<file path="src/rtl/mixmac_pkg.sv">
package mixmac_pkg;
  localparam int CODE_W = 5;

  typedef struct packed {
    logic doOp;
    logic xSigned;
    logic ySigned;
    logic addAcc;
    logic subAcc;
    logic roundEn;
  } macStrobe_t;
endpackage

</file>
<file path="src/rtl/mixmac_ctrl.sv">
module mixmac_ctrl
  import mixmac_pkg::*;
(
  input  logic              clk,
  input  logic              rstN,
  input  logic              inValid,
  input  logic [CODE_W-1:0] funcCode,
  output macStrobe_t        stb
);
  always_comb begin
    stb = '0;
    if (inValid && !funcCode[4]) begin
      case (funcCode[3:2])
        2'b00: begin
          if (funcCode[1:0] != 2'b00) begin
            stb.doOp    = 1'b1;
            stb.xSigned = 1'b1;
            stb.ySigned = 1'b1;
            stb.roundEn = 1'b1;
            stb.addAcc  = (funcCode[1:0] == 2'b10);
            stb.subAcc  = (funcCode[1:0] == 2'b11);
          end
        end
        default: begin
          stb.doOp    = 1'b1;
          stb.xSigned = ~funcCode[1];
          stb.ySigned = ~funcCode[0];
          stb.addAcc  = (funcCode[3:2] == 2'b10);
          stb.subAcc  = (funcCode[3:2] == 2'b11);
        end
      endcase
    end
  end


  add_sub_excl_chk: assert property (@(posedge clk) disable iff (!rstN)
    $onehot0({stb.addAcc, stb.subAcc}));


  round_signed_chk: assert property (@(posedge clk) disable iff (!rstN)
    stb.roundEn |-> (stb.xSigned && stb.ySigned && stb.doOp));


  upper_codes_idle_chk: assert property (@(posedge clk) disable iff (!rstN)
    funcCode[4] |-> !stb.doOp);
endmodule

</file>
<file path="src/rtl/mixmac_dp.sv">
module mixmac_dp
  import mixmac_pkg::*;
#(
  parameter int OPW    = 16,
  parameter int GUARDW = 8
) (
  input  logic                       clk,
  input  logic                       rstN,
  input  macStrobe_t                 stb,
  input  logic                       intMode,
  input  logic [OPW-1:0]             xOp,
  input  logic [OPW-1:0]             yOp,
  output logic [2*OPW+GUARDW-1:0]    accOut,
  output logic                       ovfOut
);
  localparam int ACCW  = 2*OPW + GUARDW;
  localparam int PRODW = 2*OPW + 2;
  localparam int TOPW  = ACCW - (2*OPW - 1);
  localparam logic [ACCW-1:0] RND_K = ACCW'(1) << (OPW-1);

  logic signed [OPW:0]   xExt, yExt;
  logic signed [PRODW-1:0] prod;
  logic [ACCW-1:0] prodWide, prodUse, base, sum, result;
  logic [ACCW-1:0] accReg;
  logic            ovfReg, nextOvf;
  logic [TOPW-1:0] topBits;

  assign xExt = {stb.xSigned & xOp[OPW-1], xOp};
  assign yExt = {stb.ySigned & yOp[OPW-1], yOp};
  assign prod = xExt * yExt;
  assign prodWide = {{(ACCW-PRODW){prod[PRODW-1]}}, prod};
  assign prodUse  = intMode ? prodWide : (prodWide << 1);
  assign base     = (stb.addAcc || stb.subAcc) ? accReg : '0;
  assign sum      = stb.subAcc ? (base - prodUse) : (base + prodUse);
  assign result   = stb.roundEn ? (sum + RND_K) : sum;
  assign topBits  = result[ACCW-1:2*OPW-1];
  assign nextOvf  = !((&topBits) || !(|topBits));

  always_ff @(posedge clk or negedge rstN) begin
    if (!rstN) begin
      accReg <= '0;
      ovfReg <= 1'b0;
    end else if (stb.doOp) begin
      accReg <= result;
      ovfReg <= nextOvf;
    end
  end

  assign accOut = accReg;
  assign ovfOut = ovfReg;


  reset_clear_chk: assert property (@(posedge clk)
    !rstN |=> (accReg == '0 && !ovfReg));


  hold_when_idle_chk: assert property (@(posedge clk) disable iff (!rstN)
    !stb.doOp |=> ($stable(accReg) && $stable(ovfReg)));


  ovf_range_chk: assert property (@(posedge clk) disable iff (!rstN)
    ovfReg == !((&accReg[ACCW-1:2*OPW-1]) || !(|accReg[ACCW-1:2*OPW-1])));


  zero_operand_load_chk: assert property (@(posedge clk) disable iff (!rstN)
    (stb.doOp && !stb.addAcc && !stb.subAcc && !stb.roundEn && xOp == '0)
      |=> (accReg == '0 && !ovfReg));
endmodule

</file>
<file path="src/rtl/mixmac_top.sv">
module mixmac_top
  import mixmac_pkg::*;
(
  input  logic        clk,
  input  logic        rstN,
  input  logic        inValid,
  input  logic [4:0]  funcCode,
  input  logic        intMode,
  input  logic [15:0] xOp,
  input  logic [15:0] yOp,
  output logic [7:0]  accHi,
  output logic [15:0] accMid,
  output logic [15:0] accLo,
  output logic        macOvf
);
  localparam int OPW    = 16;
  localparam int GUARDW = 8;
  localparam int ACCW   = 2*OPW + GUARDW;

  macStrobe_t      stb;
  logic [ACCW-1:0] accWord;

  mixmac_ctrl ctrl_i (
    .clk(clk), .rstN(rstN), .inValid(inValid), .funcCode(funcCode), .stb(stb)
  );

  mixmac_dp #(.OPW(OPW), .GUARDW(GUARDW)) dp_i (
    .clk(clk), .rstN(rstN), .stb(stb), .intMode(intMode),
    .xOp(xOp), .yOp(yOp), .accOut(accWord), .ovfOut(macOvf)
  );


  assign accHi  = accWord[ACCW-1:2*OPW];
  assign accMid = accWord[2*OPW-1:OPW];
  assign accLo  = accWord[OPW-1:0];


  invalid_hold_chk: assert property (@(posedge clk) disable iff (!rstN)
    !inValid |=> ($stable(accHi) && $stable(accMid) && $stable(accLo) && $stable(macOvf)));
endmodule

</file>
<file path="config.mk">
export PLATFORM = sky130hd
export DESIGN_NAME = mixmac_top
export DESIGN_NICKNAME = d
export VERILOG_FILES = /design/src/rtl/mixmac_pkg.sv /design/src/rtl/mixmac_ctrl.sv /design/src/rtl/mixmac_dp.sv /design/src/rtl/mixmac_top.sv
export SDC_FILE = /design/constraint.sdc
export NUM_CORES = 1
export LEC_CHECK = 0
export BUFFER_PORTS_ARGS = -buffer_cell sky130_fd_sc_hd__buf_2
export CELL_PAD_IN_SITES_DETAIL_PLACEMENT = 0
export CELL_PAD_IN_SITES_GLOBAL_PLACEMENT = 2
export CORE_MARGIN = 10
export CORE_UTILIZATION = 40
export CTS_CLUSTER_DIAMETER = 60
export DETAILED_ROUTE_END_ITERATION = 8
export PLACE_DENSITY_LB_ADDON = 0.1
export SLEW_MARGIN = 20
export SYNTH_ARGS = -nofsm -noshare
export SYNTH_HDL_FRONTEND = slang
export SYNTH_HIERARCHICAL = 1
export SYNTH_SLANG_ARGS = --single-unit
</file>
<file path="constraint.sdc">
create_clock -name clk -period 7.9 [get_ports clk]
set_clock_uncertainty 0.15 [all_clocks]
set_input_delay 2.37 -clock clk [delete_from_list [all_inputs] [get_ports clk]]
set_output_delay 2.37 -clock clk [all_outputs]
set_load 0.01 [all_outputs]
</file>
**Word-level counts from Yosys, hierarchy flattened**

Index checks and enable logic that the tools add are counted.

- Add/sub/neg operators: 3
- Multipliers: 1
- Eq/ne operators: 4
- Mux-type cells: 8
- Bitwise gates (word level): 4
- Reduce and logical (&&, ||, !) cells: 10

Operators by type and width:

| kind | number |
|---|---|
| 40-bit two-way mux | 3 |
| 40-bit by 16-bit adder with 40-bit output, second input constant | 1 |
| 40-bit adder | 1 |
| 40-bit subtractor | 1 |
| 17-bit by 17-bit multiplier with 34-bit output | 1 |
| 34-bit two-way mux | 1 |
| 6-bit two-way mux | 2 |
| 9-bit AND reduction | 1 |
| 9-bit OR reduction | 1 |
| 2-bit equality test, second input constant | 4 |
| 5-bit two-way mux | 1 |
| 1-bit logical NOT | 3 |
| 1-bit bitwise AND | 2 |
| 2-bit logical NOT | 1 |
| 1-bit logical OR | 2 |
| 1-bit inverter | 2 |
| 2-bit nonzero test | 1 |
| 1-bit logical AND | 1 |
| 1-bit two-way mux | 1 |

- Register bits: 41
- Input port bits: 41
- Output and inout bits: 41
- Word-level logic and storage cells: 32

**Depth between registers and ports, before layout**

- Word-level depth: 15
- Gate-level depth with buffers: 46

**By module**

The synthesis kept the hierarchy.

Modules (own cells, without submodules):

| module | times used | cells an instance | area each (sq um) | seq. area each (sq um) |
|---|---|---|---|---|
| mixmac_dp | 1 | 2,184 | 17,873.4 | 1,026.0 |
| mixmac_ctrl | 1 | 14 | 83.8 | 0.0 |

**Worst setup path after synthesis**

OpenSTA, ideal clock, no wires.

- Kind: input-to-reg
- Start: in funcCode[1]
- End: reg dp_i.ovfReg (netlist: dp_i/ovfOut)
- Setup time: 130 ps
- Data arrival time: 12,793 ps
- Required time: 7,620 ps
- Slack: -5,173 ps
- Stages on the path: 43
- Path buffers: 4
- Cells stage by stage: nor4_1 > a211oi_1 > and2_1 > clkbuf_1 > nand2_1 > inv_1 > fa_1 > inv_1 > fa_1 > inv_1 > fa_1 > fa_1 > fa_1 > inv_1 > fa_1 > inv_1 > ha_1 > clkbuf_1 > [... 7 more ...] > or4b_1 > buf_2 > or2_2 > o211ai_1 > a21oi_1 > or2_2 > ha_1 > clkbuf_1 > and3_1 > and2_1 > a221o_1 > a2111oi_0 > o31ai_1 > a21oi_1 > xnor2_1 > xnor3_1 > o41ai_2 > a21oi_1

RTL lines:

| item | RTL line | text |
|---|---|---|
| start: declaration | mixmac_top.sv:7 | `input logic [4:0] funcCode,` |
| end signal: assignment | mixmac_dp.sv:45 | `ovfReg <= nextOvf;` |
| end: declaration | mixmac_dp.sv:25 | `logic ovfReg, nextOvf;` |

==> flow_metrics.tcl <==
set metrics [dict create \
    gp_congestion 0.867 \
    finalHoldViolCount 0 \
    grt_max_degree 67 \
    async_flop_share 1.00 \
    fin_setup_tns_ns -85.69 \
    overflow 0 \
    clock_path_buffers 2 \
    synth_top_family_by_area "adder cells" \
    crit_end "dp_i/ovfOut" \
    synth_area_sq_um 18000 \
    critPathArrivalTime_ns 12.24 \
    yosysUniqueCellTypes 93 \
    die_w_microns 232 \
    reg2reg_depth 18 \
    cts_buffers 5 \
    r2r_setup_slack_ns 3.23 \
    hold_class "reg -> reg" \
    wl_met2_mm 28.8 \
    avgSynthCellArea_sq_um 8.17 \
    area_growth_pct 47.7 \
    post-dp-hpwl_mm 46.5 \
    cts_sinks 41 \
    min_path_cells 1 \
    r2r-start "dp_i/accOut[0]" \
    coreArea_sq_um 44300 \
    fin_ws_ns -4.31 \
    rsz0062_at_grt "yes" \
    clockRootBuffer "clkbuf_16" \
    rows 77 \
    io_pins 82 \
    drc_errors 0 \
    cts.reportedPaths.clkPinSlew_ns 0.07 \
    netlist_instances 2198 \
    antenna_found_initial 0 \
    wl_met3_mm 1.42 \
    r2r-end "dp_i/ovfOut" \
    grt_pass1_wl_mm 91.9 \
    crit_path_max_fanout 5 \
    drt_iter0_drc 723 \
    maxSlewViolCount 0 \
    cts.hold.buffers_added 0 \
    routed_wl_mm 55.5 \
    max_cap_violations 0 \
    dieHeight_microns 232 \
    first_global_vias 18700 \
    worst_slew_pin_slew_ns 0.921 \
    m1WireLength_mm 24.5 \
    crit_path_frequent_cell "fa_1" \
    ant_nets 0 \
    dieArea_sq_um 53800 \
    period_share 1.55 \
    slew_headroom 0.385 \
    ys.flop_type "dfrtp_1" \
    critPathLaunch "funcCode[2]" \
    synth-edff-count 0 \
    vias 17400 \
    antenna_cells 0 \
    post_drt_wl_per_cell_microns 16.2 \
    final_net_count 3295 \
    endpoint_kind "register" \
    port_buffers 81 \
    yosys_register_bits 41 \
    setup_viol 33 \
    critical_path_class "in -> reg" \
    drt_first_pass_iters 5 \
    ys_warn_count 6 \
    fin_crit_ns 12.21 \
    top_layer "met4" \
    yosysSeqAreaShare 0.0571 \
    drive_above_1_share 0.402 \
    vias_per_cell 5.08 \
    syn-num-nets 2662 \
    initial_core_util 0.405 \
    clk-insertion-delay-late_ns 0.31 \
    critPathMaxStageDelay_ns 0.61 \
    crit_slowest_cell "or4b_4" \
    synth-compound-area-share 0.144 \
    grt_usage 0.207 \
    cts_tree "yes" \
    synthMuxAreaShare 0.0192 \
    synth_simple_gate_area_frac 0.219 \
    worstPathRequired_ns 7.94 \
    worst_setup_path_start_kind "primary input" \
    fmax_mhz 81.9 \
    synthAdderAreaFrac 0.419 \
    run_status "complete, but fails checks" \
    violations "setup timing" \
    synth-xor-area-share 0.0470 \
    htreeDepth 2 \
]
[Yosys cell counts (all sizes together), types with 21 or more instances]
master | n | share of area
inv | 346 | 0.072
fa | 297 | 0.33
nand2 | 239 | 0.050
and2 | 144 | 0.050
nor2 | 137 | 0.029
ha | 126 | 0.088
a21oi | 118 | 0.033
clkbuf | 88 | 0.018
o21ai | 76 | 0.022
xnor2 | 62 | 0.030
nor2b | 48 | 0.017
nor3 | 42 | 0.012
dfrtp | 41 | 0.057
nand3 | 35 | 0.0098
xor2 | 30 | 0.015
a31oi | 25 | 0.0091
and3 | 23 | 0.0080
a211oi | 21 | 0.0093
[repair_timing]
item                                    CTS  global route
pin swaps                               123           140
gates cloned                              0             0
buffers inserted                         47            66
endpoints found under the setup margin   33            34
resized for setup                       124           297
[sequential cells by signal, summed over array words and instances, names as in the netlist]
register	count
dp_i/accOut	40
dp_i/ovfOut	1
[final cells by class]
cell class                      count  area (sq um)
Multi-Input combinational cell   1711         17600
Fill cell                        4050         17800
Tap cell                          592           741
Clock buffer                        5           125
Sequential cell                    41          1030
Timing Repair Buffer              725          5710
Inverter                          347          1310
Clock inverter                      2          35.0
[logic make-up (layout without fill, tap and decap cells)]
kind of cell | count (synthesis) | after routing
compound gates | 389 | 389
xor+xnor | 93 | 93
fa+ha+maj | 423 | 423
buf+inv | 446 | 1079
flops | 41 | 41
mux | 32 | 32
simple gates | 774 | 774
[worst min path at each step]
stage / startpoint / endpoint / slack, ns
floorplan: dp_i/accOut[36] / dp_i/accOut[36] / 0.39
detailed placement: dp_i/accOut[22] / dp_i/accOut[22] / 0.36
global placement: dp_i/accOut[36] / dp_i/accOut[36] / 0.35
CTS: dp_i/accOut[22] / dp_i/accOut[22] / 0.37
finish: dp_i/accOut[22] / dp_i/accOut[22] / 0.37
global route: dp_i/accOut[26] / dp_i/accOut[26] / 0.39
[per-layer routing]
metal / global-route usage / vias to the layer above
li1: - / 8456
met1: 0.265 / 8703
met2: 0.375 / 191
met3: 0.0194 / 54
met4: 0.0353 / 0
met5: 0 / -
[critical path, delay by kind of cell]
kind | cells | cell delay [ns]
AOI/OAI and AO/OA | 9 | 1.70
xor gates and xnor gates | 3 | 0.72
and+or+nand+nor | 14 | 3.27
adders and majority gates | 8 | 3.41
buffers and inverters | 9 | 0.78
[through the flow]
step | cell area, sq um | hold WS [ns] | setup WS (ns) | util | cells
after floorplan | 19100 | 0.393 | -4.13 | - | 2198
after global placement | 23800 | 0.354 | -4.54 | 0.536 | 3319
after detailed placement | 23800 | 0.356 | -4.81 | 0.536 | 3319
after CTS | 24900 | 0.370 | -4.30 | 0.561 | 3371
after global routing | 26500 | 0.391 | -4.68 | 0.598 | 3423
final | 26500 | 0.368 | -4.31 | 0.598 | 3423
[layout by cell type, fill, tap and decap left out, types with 25 or more instances in the layout]
cell,instances
o21ai_0,37
buf_6,91
a21oi_2,25
inv_1,319
nor2_1,111
nand2_2,25
ha_1,96
nand2_1,206
buf_2,65
nand3_1,28
dfrtp_1,41
and2_1,122
nor2b_1,45
fa_1,290
buf_4,556
xnor2_1,46
inv_2,26
a21oi_1,81
Power is left out: the tool's default activity adds up to more than one toggle a clock period on the data nets, which glitch-free logic cannot reach.
